===== config.mk =====
export PLATFORM = sky130hd
export DESIGN_NAME = pdma_channel
export DESIGN_NICKNAME = d
export VERILOG_FILES = /design/src/rtl/pdma_pkg.sv /design/src/rtl/pdma_datapath.sv /design/src/rtl/pdma_ctrl.sv /design/src/rtl/pdma_channel.sv
export SDC_FILE = /design/constraint.sdc
export NUM_CORES = 1
export LEC_CHECK = 0
export BUFFER_PORTS_ARGS = -buffer_cell sky130_fd_sc_hd__buf_2
export CORE_UTILIZATION = 30
export CTS_BUF_LIST = sky130_fd_sc_hd__clkbuf_16
export CTS_CLUSTER_DIAMETER = 120
export DETAILED_ROUTE_END_ITERATION = 7
export PLACE_DENSITY = 0.55
export SETUP_SLACK_MARGIN = 0.2
export SLEW_MARGIN = 20
export SYNTH_ARGS = -nofsm -noshare
export SYNTH_HDL_FRONTEND = slang
export SYNTH_SLANG_ARGS = --single-unit

===== constraint.sdc =====
create_clock -name clk -period 5.15 [get_ports clk]
set_input_delay 0.2575 -clock clk [delete_from_list [all_inputs] [get_ports clk]]
set_output_delay 0.2575 -clock clk [all_outputs]
set_load 0.01 [all_outputs]

===== src/rtl/pdma_pkg.sv =====
package pdma_pkg;

  localparam int REG_DW   = 32;
  localparam int REG_AW   = 6;
  localparam int NUM_SLOT = 2;

  typedef enum logic [1:0] {
    ST_IDLE  = 2'd0,
    ST_STALL = 2'd1,
    ST_ON    = 2'd2,
    ST_NEXT  = 2'd3
  } chanState_e;

  // control -> datapath strobes
  typedef struct packed {
    logic [NUM_SLOT-1:0] wrCnt;
    logic [NUM_SLOT-1:0] wrBase;
    logic                beat;
    logic                actSlot;
  } dpStrobe_t;

  localparam logic [REG_AW-1:0] OFS_CTRL    = 6'h00;
  localparam logic [REG_AW-1:0] OFS_INT     = 6'h04;
  localparam logic [REG_AW-1:0] OFS_PORT    = 6'h08;
  localparam logic [REG_AW-1:0] OFS_STAT    = 6'h0C;
  localparam logic [REG_AW-1:0] OFS_REMAIN  = 6'h14;
  localparam logic [REG_AW-1:0] OFS_CNT0    = 6'h20;
  localparam logic [REG_AW-1:0] OFS_BASE0   = 6'h24;
  localparam logic [REG_AW-1:0] OFS_CNT1    = 6'h30;
  localparam logic [REG_AW-1:0] OFS_BASE1   = 6'h34;
  localparam logic [REG_AW-1:0] SLOT_STRIDE = 6'h10;

  localparam int CB_STALL_IE = 0;
  localparam int CB_NEXT_IE  = 1;
  localparam int CB_ERR_IE   = 3;
  localparam int CB_EN       = 4;

  localparam int IB_STALL = 0;
  localparam int IB_NEXT  = 1;
  localparam int IB_ERR   = 3;

endpackage


===== src/rtl/pdma_datapath.sv =====
module pdma_datapath
  import pdma_pkg::*;
#(
  parameter bit IS_RX  = 1'b0,
  parameter int ADDR_W = 32,
  parameter int DATA_W = 32,
  parameter int CNT_W  = 16
) (
  input  logic                             clk,
  input  logic                             rstN,
  input  dpStrobe_t                        strobe,
  input  logic [REG_DW-1:0]                wdata,
  output logic [NUM_SLOT-1:0][CNT_W-1:0]   slotRem,
  output logic [NUM_SLOT-1:0][ADDR_W-1:0]  slotAddr,
  output logic [NUM_SLOT-1:0]              remZero,
  output logic                             memEn,
  output logic                             memWe,
  output logic [ADDR_W-1:0]                memAddr,
  output logic [DATA_W-1:0]                memWdata,
  input  logic [DATA_W-1:0]                memRdata,
  output logic [DATA_W-1:0]                perWdata,
  input  logic [DATA_W-1:0]                perRdata
);

  localparam int                WORD_BYTES = DATA_W / 8;
  localparam logic [CNT_W-1:0]  STEP_C     = CNT_W'(WORD_BYTES);
  localparam logic [ADDR_W-1:0] STEP_A     = ADDR_W'(WORD_BYTES);

  for (genvar s = 0; s < NUM_SLOT; s++) begin : g_slot
    logic stepHere;
    assign stepHere = strobe.beat && (strobe.actSlot == 1'(s));

    always_ff @(posedge clk) begin
      if (!rstN) begin
        slotRem[s] <= '0;
      end else if (strobe.wrCnt[s]) begin
        slotRem[s] <= wdata[CNT_W-1:0];
      end else if (stepHere) begin
        slotRem[s] <= (slotRem[s] > STEP_C) ? slotRem[s] - STEP_C : '0;
      end
    end

    always_ff @(posedge clk) begin
      if (!rstN) begin
        slotAddr[s] <= '0;
      end else if (strobe.wrBase[s]) begin
        slotAddr[s] <= wdata[ADDR_W-1:0];
      end else if (stepHere) begin
        slotAddr[s] <= slotAddr[s] + STEP_A;
      end
    end

    assign remZero[s] = (slotRem[s] == '0);
  end

  logic [CNT_W-1:0] actRem;
  assign actRem   = slotRem[strobe.actSlot];

  assign memEn    = strobe.beat;
  assign memAddr  = slotAddr[strobe.actSlot];
  assign memWe    = IS_RX;
  assign memWdata = IS_RX ? perRdata : '0;
  assign perWdata = IS_RX ? '0 : memRdata;

  // every moved word lowers the active count
  a_r5_remain_drops: assert property (@(posedge clk) disable iff (!rstN)
    strobe.beat |=> (actRem < $past(actRem)));

  // every moved word advances the address by one word
  a_r5_addr_steps: assert property (@(posedge clk) disable iff (!rstN)
    strobe.beat |=> (memAddr == $past(memAddr) + STEP_A));

endmodule


===== src/rtl/pdma_ctrl.sv =====
module pdma_ctrl
  import pdma_pkg::*;
#(
  parameter int ADDR_W = 32,
  parameter int CNT_W  = 16,
  parameter int PORT_W = 4
) (
  input  logic                             clk,
  input  logic                             rstN,
  input  logic [REG_AW-1:0]                regAddr,
  input  logic                             regWrEn,
  input  logic [REG_DW-1:0]                regWdata,
  output logic [REG_DW-1:0]                regRdata,
  input  logic                             perReq,
  input  logic                             perErr,
  input  logic [NUM_SLOT-1:0]              remZero,
  input  logic [NUM_SLOT-1:0][CNT_W-1:0]   slotRem,
  input  logic [NUM_SLOT-1:0][ADDR_W-1:0]  slotAddr,
  output dpStrobe_t                        strobe,
  output logic [PORT_W-1:0]                perPortSel,
  output logic                             irq
);

  logic              en, stallIe, nextIe, errIe;
  logic [PORT_W-1:0] portQ;
  chanState_e        stateQ, stateD;
  logic [NUM_SLOT-1:0] validQ, validD;
  logic              actQ, actD;
  logic              nextF, errF, stallF;

  logic wrCtrl, wrInt, wrPort;
  logic [NUM_SLOT-1:0] hitCnt, hitBase, accept, cntOk;
  logic loadOk, enNext, complete, beat, anyAccept;

  assign wrCtrl = regWrEn && (regAddr == OFS_CTRL);
  assign wrInt  = regWrEn && (regAddr == OFS_INT);
  assign wrPort = regWrEn && (regAddr == OFS_PORT);

  for (genvar s = 0; s < NUM_SLOT; s++) begin : g_slotDec
    localparam logic [REG_AW-1:0] CNT_OFS  = OFS_CNT0  + SLOT_STRIDE * REG_AW'(s);
    localparam logic [REG_AW-1:0] BASE_OFS = OFS_BASE0 + SLOT_STRIDE * REG_AW'(s);
    assign hitCnt[s]  = regWrEn && (regAddr == CNT_OFS);
    assign hitBase[s] = regWrEn && (regAddr == BASE_OFS);
  end

  assign loadOk    = en && (stateQ != ST_NEXT);
  assign accept    = hitBase & ~validQ & {NUM_SLOT{loadOk}};
  assign cntOk     = hitCnt & ~validQ;
  assign anyAccept = |accept;
  assign enNext    = wrCtrl ? regWdata[CB_EN] : en;
  assign complete  = validQ[actQ] && remZero[actQ];
  assign beat      = validQ[actQ] && !remZero[actQ] && perReq;

  always_comb begin
    validD = validQ;
    if (complete) validD[actQ] = 1'b0;
    validD = validD | accept;
  end

  always_comb begin
    actD = actQ;
    if (stateQ == ST_IDLE) actD = 1'b0;
    else if (complete)     actD = ~actQ;
  end

  always_comb begin
    stateD = stateQ;
    case (stateQ)
      ST_IDLE:  if (enNext) stateD = ST_STALL;
      ST_STALL: begin
        if (anyAccept)    stateD = ST_ON;
        else if (!enNext) stateD = ST_IDLE;
      end
      ST_ON: begin
        if (complete && !anyAccept)      stateD = enNext ? ST_STALL : ST_IDLE;
        else if (!complete && anyAccept) stateD = ST_NEXT;
      end
      ST_NEXT:  if (complete) stateD = ST_ON;
      default:  stateD = ST_IDLE;
    endcase
  end

  always_ff @(posedge clk) begin
    if (!rstN) begin
      stateQ  <= ST_IDLE;
      validQ  <= '0;
      actQ    <= 1'b0;
      en      <= 1'b0;
      stallIe <= 1'b0;
      nextIe  <= 1'b0;
      errIe   <= 1'b0;
      portQ   <= '0;
      nextF   <= 1'b0;
      errF    <= 1'b0;
    end else begin
      stateQ <= stateD;
      validQ <= validD;
      actQ   <= actD;
      if (wrCtrl) begin
        en      <= regWdata[CB_EN];
        stallIe <= regWdata[CB_STALL_IE];
        nextIe  <= regWdata[CB_NEXT_IE];
        errIe   <= regWdata[CB_ERR_IE];
      end
      if (wrPort) portQ <= regWdata[PORT_W-1:0];
      if (stateQ == ST_NEXT && complete)                    nextF <= 1'b1;
      else if ((wrInt && regWdata[IB_NEXT]) || anyAccept)   nextF <= 1'b0;
      if (perErr)                                           errF  <= 1'b1;
      else if (wrInt && regWdata[IB_ERR])                   errF  <= 1'b0;
    end
  end

  assign stallF = (stateQ == ST_STALL);
  assign irq    = (stallF && stallIe) || (nextF && nextIe) || (errF && errIe);
  assign perPortSel = portQ;

  always_comb begin
    regRdata = '0;
    case (regAddr)
      OFS_CTRL: begin
        regRdata[CB_EN]       = en;
        regRdata[CB_STALL_IE] = stallIe;
        regRdata[CB_NEXT_IE]  = nextIe;
        regRdata[CB_ERR_IE]   = errIe;
      end
      OFS_INT: begin
        regRdata[IB_STALL] = stallF;
        regRdata[IB_NEXT]  = nextF;
        regRdata[IB_ERR]   = errF;
      end
      OFS_PORT:   regRdata[PORT_W-1:0] = portQ;
      OFS_STAT:   regRdata[5:4]        = stateQ;
      OFS_REMAIN: regRdata[CNT_W-1:0]  = slotRem[actQ];
      OFS_CNT0:   regRdata[CNT_W-1:0]  = slotRem[0];
      OFS_BASE0:  regRdata[ADDR_W-1:0] = slotAddr[0];
      OFS_CNT1:   regRdata[CNT_W-1:0]  = slotRem[1];
      OFS_BASE1:  regRdata[ADDR_W-1:0] = slotAddr[1];
      default:    regRdata = '0;
    endcase
  end

  assign strobe.wrCnt   = cntOk;
  assign strobe.wrBase  = accept;
  assign strobe.beat    = beat;
  assign strobe.actSlot = actQ;

  // state agrees with the loaded slots
  a_r3_next_both_loaded: assert property (@(posedge clk) disable iff (!rstN)
    (stateQ == ST_NEXT) |-> (validQ == 2'b11));

  a_r3_on_one_loaded: assert property (@(posedge clk) disable iff (!rstN)
    (stateQ == ST_ON) |-> ($countones(validQ) == 1));

  // nothing moves while idle or stalled
  a_r2_quiet_states: assert property (@(posedge clk) disable iff (!rstN)
    (stateQ == ST_IDLE || stateQ == ST_STALL) |-> (validQ == '0 && !strobe.beat));

  // a completion hands service to the other slot
  a_r7_slot_flips: assert property (@(posedge clk) disable iff (!rstN)
    complete |=> (actQ != $past(actQ)));

  // draining from next lands in on with the next-buffer flag raised
  a_r8_next_to_on: assert property (@(posedge clk) disable iff (!rstN)
    (stateQ == ST_NEXT && complete) |=> (stateQ == ST_ON && nextF));

  // an error always leaves the flag set
  a_r9_err_sticks: assert property (@(posedge clk) disable iff (!rstN)
    perErr |=> errF);

endmodule


===== src/rtl/pdma_channel.sv =====
module pdma_channel
  import pdma_pkg::*;
#(
  parameter bit IS_RX  = 1'b0,
  parameter int ADDR_W = 32,
  parameter int DATA_W = 32,
  parameter int CNT_W  = 16,
  parameter int PORT_W = 4
) (
  input  logic              clk,
  input  logic              rstN,
  input  logic [5:0]        regAddr,
  input  logic              regWrEn,
  input  logic [31:0]       regWdata,
  output logic [31:0]       regRdata,
  output logic              memEn,
  output logic              memWe,
  output logic [ADDR_W-1:0] memAddr,
  output logic [DATA_W-1:0] memWdata,
  input  logic [DATA_W-1:0] memRdata,
  input  logic              perReq,
  output logic              perAck,
  output logic [DATA_W-1:0] perWdata,
  input  logic [DATA_W-1:0] perRdata,
  input  logic              perErr,
  output logic [PORT_W-1:0] perPortSel,
  output logic              irq
);

  dpStrobe_t                        strobe;
  logic [NUM_SLOT-1:0][CNT_W-1:0]   slotRem;
  logic [NUM_SLOT-1:0][ADDR_W-1:0]  slotAddr;
  logic [NUM_SLOT-1:0]              remZero;

  pdma_ctrl #(
    .ADDR_W(ADDR_W), .CNT_W(CNT_W), .PORT_W(PORT_W)
  ) u_ctrl (
    .clk(clk), .rstN(rstN),
    .regAddr(regAddr), .regWrEn(regWrEn), .regWdata(regWdata), .regRdata(regRdata),
    .perReq(perReq), .perErr(perErr),
    .remZero(remZero), .slotRem(slotRem), .slotAddr(slotAddr),
    .strobe(strobe), .perPortSel(perPortSel), .irq(irq)
  );

  pdma_datapath #(
    .IS_RX(IS_RX), .ADDR_W(ADDR_W), .DATA_W(DATA_W), .CNT_W(CNT_W)
  ) u_dp (
    .clk(clk), .rstN(rstN),
    .strobe(strobe), .wdata(regWdata),
    .slotRem(slotRem), .slotAddr(slotAddr), .remZero(remZero),
    .memEn(memEn), .memWe(memWe), .memAddr(memAddr),
    .memWdata(memWdata), .memRdata(memRdata),
    .perWdata(perWdata), .perRdata(perRdata)
  );

  assign perAck = strobe.beat;

endmodule


==> results.yml, run 1 <==
power:
  power_density_nw_per_um2: 203.6
  leakagePower_uw: 0.003312
  vdd_drop_max_uv: 157.6
  finalPower_uw: 1727
flow_run:
  max-cap-violations: 0
timing:
  period_share: 0.5972
  skew_ns: 0.01137
  rsz0062_at_grt: "no"
  max_freq_ghz: 0.3251
  fin_crit_ns: 3.076
  slew_headroom: 0.2263
  drv_slew: 0
  setup_viol: 0
  tightest_slew_ns: 1.156
  finalHoldViolCount: 0
  tns_ns: 0
critical_path:
  r2r_slack_ns: 2.07
  worstPathArrival_ns: 3.29
  critPathLaunchType: "flip-flop"
  cp_max_fo: 13
  required_ns: 5.37
  worst_setup_path_end_kind: "flip-flop"
  critPathKind: "reg -> reg"
synthesis:
  synth_top_cell_by_area: "dfxtp_1"
  ys_types: 81
  ys.flop_type: "dfxtp_1"
  yosys_register_bits: 111
  syn-mean-instance-area_sq_um: 7.911
  synth_edf_count: 0
  synth_top_area_share: 0.2840
  syn_area_sq_um: 7824
  ys_async_sr_fraction: 0
  synth_area_leaders: "dfxtp_1 28%, a21oi_1 7.4%, buf_4 6.9%"
  yosysWarnings: 0
  synthCells: 989
  synth-seq-area-share: 0.2840
cells_and_area:
  layout.cells.non_filler: 1356
  diodes: 0
  final.fill_count: 2758
  nNetsFinal: 1136
  area_delta_synth_final_pct: 8.380
  drive_gt1_frac: 0.2008
drt:
  ant_nets: 0
  firstDrtPassIters: 7
  drc_errors: 0
  totalWireLength_mm: 28.06
  avgViaCountPerCell: 5.757
  vias: 7807
  avgRoutedWirePerCell_um: 20.69
  first_iter_violations: 840
global_route:
  grt_start_max_net_pins: 66
  track_usage: 0.2087
  grt_pass1_wl_mm: 42.88
  grt_overflow: 0
  grt_pass1_vias: 7195
  antenna_found_initial: 0
cts:
  hold_buffers: 0
  cts_made_buffers: 9
  cts-resized-gates: 0
  cts.path.max_buffers: 2
  htree_levels: 3
  cts_root_buf: "clkbuf_16"
  cts_tree: "yes"
  insertion_delay_ns: 0.36
  cts_setup_buffers: 0
  cts_sinks: 111
  clkTransAtPathRegs_ns: 0.08
floorplanning:
  rows: 58
  dieWidth_um: 163.5
  core-area_sq_um: 25400
  dieHeight_um: 163.5
  die_area_sq_um: 26730
  start_util: 0.3080
  io_pins: 243
run_status:
  status: "finished clean"
placement:
  gp_congestion: 0.8728
  place_inst: 1340
  io_buffers: 113
  dp_hpwl_mm: 20.13
hold_path:
  hold_class: "in -> reg"
[sequential cells by signal, indices dropped and copies added (netlist names)]
signal             flops
u_ctrl.perPortSel      4
u_ctrl.errF            1
u_ctrl.errIe           1
u_ctrl.nextF           1
u_ctrl.stallIe         1
u_ctrl.nextIe          1
u_ctrl.en              1
u_ctrl.stateQ          2
u_ctrl.validQ          2
u_dp.slotRem          32
u_ctrl.actQ            1
u_dp.slotAddr         64
[worst paths after layout]
path | from | end | cells after the start
min reg2reg | u_dp.slotAddr[33] | u_dp.slotAddr[33] | 2
max | u_dp.slotRem[2] | u_dp.slotAddr[8] | 8
max reg2reg | u_dp.slotRem[2] | u_dp.slotAddr[8] | 8
min | perErr | u_ctrl.errF | 3
[critical path, cell delays in order, from the launching register on]
cell and delay (ns):
dfxtp_1 0.43, inv_1 0.11, ha_1 0.21, nor4b_1 0.16, and4_1 0.35, nor2_1 0.93
nor2_1 0.40, o21ai_0 0.26, a21oi_1 0.09
[report_power, final]
group,leakage (uW),internal (uW),total [uW],switching (uW)
combinational,0.00227,28.5,111,82.0
clock,0.000151,385,755,369
sequential,0.000895,859,861,2.36
total,0.00331,1270,1730,454
[Yosys cell counts, types with 6 or more instances]
| master | count |
|---|---|
| a21oi_1 | 116 |
| dfxtp_1 | 111 |
| nand2_1 | 86 |
| buf_4 | 72 |
| nor2_1 | 47 |
| nand3_1 | 40 |
| and3_1 | 38 |
| nor3_1 | 35 |
| o22ai_1 | 33 |
| clkbuf_1 | 32 |
| mux2_2 | 29 |
| a22o_1 | 26 |
| o21ai_0 | 24 |
| inv_1 | 20 |
| buf_2 | 19 |
| nand4_1 | 15 |
| o211ai_1 | 15 |
| xnor2_1 | 15 |
| a31oi_1 | 14 |
| mux2i_1 | 13 |
| a221o_1 | 11 |
| nor4_1 | 10 |
| a22oi_1 | 9 |
| xor2_1 | 9 |
| ha_1 | 8 |
| o21a_1 | 8 |
| or3_1 | 8 |
| o21ai_1 | 7 |
| and2_1 | 6 |
| or4_1 | 6 |
[cell type report]
| type | instances | area (sq um) | share of cell area |
|---|---|---|---|
| tap | 330 | 412.9 | 0.04869 |
| inverter | 21 | 78.83 | 0.009296 |
| timing repair buffer | 122 | 633.1 | 0.07466 |
| sequential | 111 | 2223 | 0.2622 |
| multi-input combinational | 756 | 4827 | 0.5693 |
| clock inverter | 7 | 78.83 | 0.009296 |
| clock buffer | 9 | 225.2 | 0.02656 |
[metal layers]
metal / vias up / track usage / routed length (um)
met3: 22 / 0.03276 / 2441
met1: 3750 / 0.2980 / 12660
met2: 374 / 0.3278 / 12660
li1: 3661 / - / -
met5: - / 0 / 0
met4: 0 / 0.04293 / 294
[cells in the final DEF, fill, tap and decap left out, types with 5 or more instances in the layout]
| cell type | count |
|---|---|
| a21oi_1 | 116 |
| buf_2 | 113 |
| dfxtp_1 | 110 |
| nand2_1 | 86 |
| nor2_1 | 45 |
| nand3_1 | 40 |
| and3_1 | 38 |
| nor3_1 | 35 |
| o22ai_1 | 33 |
| conb_1 | 33 |
| mux2_2 | 29 |
| a22o_1 | 26 |
| o21ai_0 | 24 |
| inv_1 | 20 |
| xnor2_1 | 15 |
| nand4_1 | 15 |
| o211ai_1 | 15 |
| a31oi_1 | 14 |
| mux2i_1 | 13 |
| a221o_1 | 11 |
| nor4_1 | 10 |
| a22oi_1 | 9 |
| xor2_1 | 9 |
| clkbuf_16 | 9 |
| buf_4 | 9 |
| or3_1 | 8 |
| o21a_1 | 8 |
| ha_1 | 8 |
| o21ai_1 | 7 |
| or4_1 | 6 |
| and2_1 | 6 |
| nor2b_1 | 5 |
| nand2b_1 | 5 |
| o311ai_0 | 5 |
[per-stage QoR]
step / setup slack (ns) / util / cell area [sq um] / hold slack, ns
2_1_floorplan: 2.923 / - / 7944 / 0.3749
3_5_place_dp: 2.168 / 0.3213 / 8162 / 0.4640
6_report: 2.074 / 0.3338 / 8479 / 0.1123
5_1_grt: 1.911 / 0.3338 / 8479 / 0.1491
3_3_place_gp: 2.173 / 0.3213 / 8162 / 0.4537
4_1_cts: 2.156 / 0.3333 / 8466 / 0.1029
[logic make-up (layout without fill, tap and decap cells)]
| logic type | after synthesis | count (layout) | synth area share |
|---|---|---|---|
| xor+xnor | 24 | 24 | 0.02687 |
| compound gates | 304 | 304 | 0.2570 |
| other cells | 1 | 33 | 0.0004793 |
| buf+inv | 154 | 159 | 0.1174 |
| flops | 111 | 111 | 0.2840 |
| fa+ha+maj | 8 | 8 | 0.01279 |
| mux | 42 | 42 | 0.05837 |
| simple gates | 345 | 345 | 0.2431 |
Power figures use the tool's default switching activity.
==> run 2, diff against run 1 <==
==> constraint.sdc (replaced) <==
create_clock -name clk -period 3.2 [get_ports clk]
set_input_delay 0.16 -clock clk [delete_from_list [all_inputs] [get_ports clk]]
set_output_delay 0.16 -clock clk [all_outputs]
set_load 0.01 [all_outputs]
==> results.yml, run 2 (synthesized netlist as in run 1, its figures left out) <==
drt:
  first_iter_violations: 833
  drc_errors: 0
  firstDrtPassIters: 7
  totalWireLength_mm: 28.56
  avgRoutedWirePerCell_um: 20.77
  ant_nets: 0
  avgViaCountPerCell: 5.740
  vias: 7893
cells_and_area:
  regMostFlops: "u_dp.slotAddr"
  largest_reg_flops: 64
  area_delta_synth_final_pct: 10.04
  diodes: 0
  stdcell_area_sq_um: 8610
  nNetsFinal: 1155
  final.fill_count: 2740
  final_cell_mix: "116 x a21oi_1, 113 x buf_2, 110 x dfxtp_1, 86 x nand2_1, 45 x nor2_1"
  layout_commonest_cell: "a21oi_1"
  seqCellArea_sq_um: 2223
  multi_input_area_sq_um: 4813
  drive_gt1_frac: 0.2153
timing:
  timing.final.ws_setup_ns: 0.5042
  tightest_slew_ns: 0.7076
  rsz0062_at_grt: "no"
  tns_ns: 0
  skew_ns: 0.01605
  period_share: 0.8424
  max_freq_ghz: 0.3709
  slew_headroom: 0.5216
  setup_viol: 0
  fin_crit_ns: 2.696
  finalHoldViolCount: 0
  timing.hold.ws_ns: 0.05462
  drv_slew: 0
cts:
  cts_sinks: 111
  cts.path.max_buffers: 2
  htree_levels: 3
  cts_tree: "yes"
  insertion_delay_ns: 0.37
  cts_made_buffers: 9
  clkTransAtPathRegs_ns: 0.09
  cts_root_buf: "clkbuf_16"
placement:
  dp_hpwl_mm: 20.54
  place_ws_ns: 0.4252
  io_buffers: 113
  gp_congestion: 0.8847
  placed_area_sq_um: 8309
power:
  pwr-share-comb: 0.066
  clock_power_share: 0.429
  vdd_drop_max_uv: 269.2
  power_density_nw_per_um2: 319.1
  p_int_uw: 1983
  swShare: 0.2781
  finalPower_uw: 2747
  leakagePower_uw: 0.003403
  pwr-share-seq: 0.505
  power_switching_uw: 764.0
floorplanning:
  die_area_sq_um: 26730
  io_pins: 243
  core-area_sq_um: 25400
  rows: 58
  dieHeight_um: 163.5
  start_util: 0.3080
  dieWidth_um: 163.5
global_route:
  grt_pass1_vias: 7076
  grt_start_max_net_pins: 67
  grt_pass1_wl_mm: 43.23
  grt_overflow: 0
  antenna_found_initial: 0
  track_usage: 0.2124
run_status:
  status: "finished clean"
critical_path:
  cp_max_fo: 14
  critPathKind: "reg -> reg"
  crit_chain: "inv_1 > ha_1 > nor4b_1 > and4_1 > nand2b_1 > nand3_1 > or4_1 > o22ai_1"
  worst_setup_path_end_kind: "flip-flop"
  critPathLaunchType: "flip-flop"
  crit_family: "simple AND/OR/NAND/NOR gates"
  crit_buf_inv: 1
  max_stage_delay_ns: 0.75
  critPathSlowestCell: "or4_1"
  required_ns: 3.49
  worstPathArrival_ns: 2.99
flow_run:
  max-cap-violations: 0
hold_path:
  hold_class: "in -> reg"
==> run 2: worst reg2reg max path: cells and delay by family, from the launching register on <==
family	cells	cell delay (ns)
and+or+nand+nor	5	1.58
DFF	1	0.44
AOI/OAI and AO/OA	1	0.29
adders and majority gates	1	0.20
buffers and inverters	1	0.12
==> run 2: layout make-up <==
cell class	count	share of cell area
clock buffer	9	0.02616
clock inverter	7	0.007557
inverter	21	0.009156
multi-input combinational	756	0.5591
sequential	111	0.2582
tap	330	0.04796
timing repair buffer	141	0.09185
==> run 2: path summary, 6_finish.rpt <==
check	startpoint	endpoint	slack (ns)	cells after the start
min reg2reg	u_dp.slotAddr[0]	u_dp.slotAddr[0]	0.47	2
min	regWdata[19]	u_dp.slotAddr[51]	0.05	3
max reg2reg	u_dp.slotRem[2]	u_dp.slotRem[14]	0.50	8
max	u_dp.slotRem[2]	u_dp.slotRem[14]	0.50	8
==> run 2: power groups by stage <==
stage                     Combinational [uW]  Sequential [uW]  Clock, uW
after floorplan                          165             1420          0
after global placement                   178             1420          0
after detailed placement                 178             1420          0
after CTS                                179             1390       1190
after global routing                     195             1390       1240
final                                    182             1390       1180
==> run 2: per-stage QoR <==
stage | std cells | utilization
6_report | 1375 | 0.3390
5_1_grt | 1375 | 0.3390
4_1_cts | 1375 | 0.3390
3_5_place_dp | 1358 | 0.3271
3_3_place_gp | 1358 | 0.3271
2_1_floorplan | 1021 | -
==> run 2: routing by layer <==
| layer | GRT usage | up-vias | wire (um) |
|---|---|---|---|
| li1 | - | 3690 | - |
| met1 | 0.3050 | 3763 | 13100 |
| met2 | 0.3286 | 408 | 12590 |
| met3 | 0.03403 | 32 | 2504 |
| met4 | 0.04882 | 0 | 361 |
| met5 | 0 | - | 0 |
==> run 2: timing repair <==
action	4_1_cts	5_1_grt
setup endpoints to repair	0	1
resized for setup	0	1
hold buffers	1	0
endpoints found under the hold margin	1	0
buffers inserted	0	0
==> run 3, diff against run 2 <==
==> constraint.sdc (replaced) <==
create_clock -name clk -period 2.5 [get_ports clk]
set_input_delay 0.125 -clock clk [delete_from_list [all_inputs] [get_ports clk]]
set_output_delay 0.125 -clock clk [all_outputs]
set_load 0.01 [all_outputs]
==> results.yml, run 3 (synthesized netlist as in run 1, its figures left out) <==
run_status:
  status: "finished clean"
cts:
  cts.path.max_buffers: 2
  htree_levels: 3
  cts_made_buffers: 9
  cts_root_buf: "clkbuf_16"
  cts_tree: "yes"
  cts_sinks: 111
  insertion_delay_ns: 0.37
  clkTransAtPathRegs_ns: 0.07
timing:
  finalHoldViolCount: 0
  drv_slew: 0
  tightest_slew_ns: 0.6011
  tns_ns: 0
  setup_viol: 0
  fin_crit_ns: 2.234
  rsz0062_at_grt: "yes"
  period_share: 0.8937
  slew_headroom: 0.5963
  max_freq_ghz: 0.4476
  skew_ns: 0.01046
  timing.final.ws_setup_ns: 0.2658
global_route:
  antenna_found_initial: 0
  grt_start_max_net_pins: 73
  grt_pass1_vias: 7382
  grt_pass1_wl_mm: 43.61
  grt_overflow: 0
  track_usage: 0.2133
power:
  p_int_uw: 2522
  power_switching_uw: 918.6
  leakagePower_uw: 0.003662
  pwr-share-comb: 0.072
  vdd_drop_max_uv: 259.1
  clock_power_share: 0.412
  power_density_nw_per_um2: 381.1
  swShare: 0.2670
  pwr-share-seq: 0.516
drt:
  totalWireLength_mm: 29.11
  vias: 8063
  ant_nets: 0
  avgViaCountPerCell: 5.686
  first_iter_violations: 919
  drc_errors: 0
  avgRoutedWirePerCell_um: 20.53
  firstDrtPassIters: 6
critical_path:
  endpoint: "regRdata[13]"
  required_ns: 2.38
  r2r_cells: 8
  critPathKind: "reg -> out"
  critPathLaunchType: "flip-flop"
  critPathSlowestCell: "or4bb_4"
  crit_chain: "or4bb_4 > a21oi_4 > buf_8 > a221o_1 > buf_2"
  crit_buf_inv: 2
  crit_family: "simple AND/OR/NAND/NOR gates"
  cp_num_cells: 5
  cp_max_fo: 13
  r2r_slack_ns: 0.29
  r2r-start: "u_dp.slotRem[25]"
  worstPathArrival_ns: 2.11
  worst_setup_path_end_kind: "output port"
  critPathLaunch: "u_ctrl.actQ"
  r2r_end: "u_dp.slotAddr[51]"
  max_stage_delay_ns: 0.57
floorplanning:
  dieHeight_um: 163.5
  die_area_sq_um: 26730
  start_util: 0.3080
  io_pins: 243
  dieWidth_um: 163.5
  core-area_sq_um: 25400
  rows: 58
cells_and_area:
  largest_reg_flops: 64
  drive_gt1_frac: 0.2610
  diodes: 0
  area_delta_synth_final_pct: 15.40
  post-route-util: 0.3555
  final.fill_count: 2707
  nNetsFinal: 1199
  layout_commonest_cell: "a21oi_1"
  regMostFlops: "u_dp.slotAddr"
  final_cell_mix: "115 x a21oi_1, 113 x buf_2, 101 x dfxtp_1, 86 x nand2_1, 65 x buf_4"
placement:
  place_ws_ns: 0.1758
  io_buffers: 113
  dp_hpwl_mm: 21.20
  gp_congestion: 0.8777
flow_run:
  max-cap-violations: 0
hold_path:
  whs_path_depth: 3
  hold_class: "in -> reg"
-- run 3: cell count changes in the layout (fill, tap and decap cells not counted), moves of 2 or more --
cell and change:
buf_4 +39, dfxtp_1 -9, dfxtp_2 +9, buf_12 +3, and4_1 -2, and4_4 +2, clkinv_4 -2, inv_8 -2
-- run 3: worst min path at each step --
stage	from	end	slack (ns)
5_1_grt	regWdata[22]	u_dp.slotAddr[54]	0.03
4_1_cts	regWdata[22]	u_dp.slotAddr[54]	0.02
3_3_place_gp	memRdata[15]	perWdata[15]	0.25
2_1_floorplan	perErr	u_ctrl.errF	0.24
3_5_place_dp	memRdata[15]	perWdata[15]	0.25
6_report	regWdata[22]	u_dp.slotAddr[54]	0.03
-- run 3: layout make-up --
class | count | area (sq um) | area share
clock inverters | 6 | 46.29 | 0.005127
repair buffers | 185 | 1170 | 0.1296
clock buffers | 9 | 225.2 | 0.02494
inverters | 21 | 78.83 | 0.008731
multi-input cells | 756 | 4861 | 0.5384
flip-flops and latches | 111 | 2235 | 0.2475
well taps | 330 | 412.9 | 0.04573
-- run 3: per-layer routing --
| metal | routed length [um] | GRT usage | part of all wire |
|---|---|---|---|
| met1 | 13500 | 0.3018 | 0.46 |
| met2 | 13040 | 0.3374 | 0.45 |
| met3 | 2188 | 0.03225 | 0.075 |
| met4 | 372 | 0.04882 | 0.013 |
| met5 | 0 | 0 | 0 |
-- run 3: power by group through the flow --
stage	registers, uW	logic (uW)	clock network [uW]
after floorplan	1820	212	0
after global placement	1820	232	0
after detailed placement	1820	232	0
after CTS	1770	240	1450
after global routing	1770	264	1510
final	1770	248	1420
-- run 3: through the flow --
step / total power (uW) / instance area, sq um / hold WS, ns / std cells
2_1_floorplan: 2027 / 7944 / 0.2424 / 1021
3_5_place_dp: 2047 / 8620 / 0.2501 / 1396
5_1_grt: 3548 / 9029 / 0.03154 / 1418
3_3_place_gp: 2048 / 8620 / 0.2501 / 1396
4_1_cts: 3460 / 8960 / 0.02295 / 1416
6_report: 3441 / 9029 / 0.03148 / 1418
-- run 3: repair_timing --
item,in CTS,in global routing
hold buffers,1,0
endpoints found under the setup margin,40,59
gates resized for setup,5,19
setup buffers,4,2
pin swaps,1,3
hold endpoints to repair,1,0
-- run 3: tightest hold or removal path: cells and delay by family --
family	cells	cell delay, ns
and+or+nand+nor	1	0.05
buffers and inverters	1	0.11
AOI/OAI and AO/OA	1	0.06
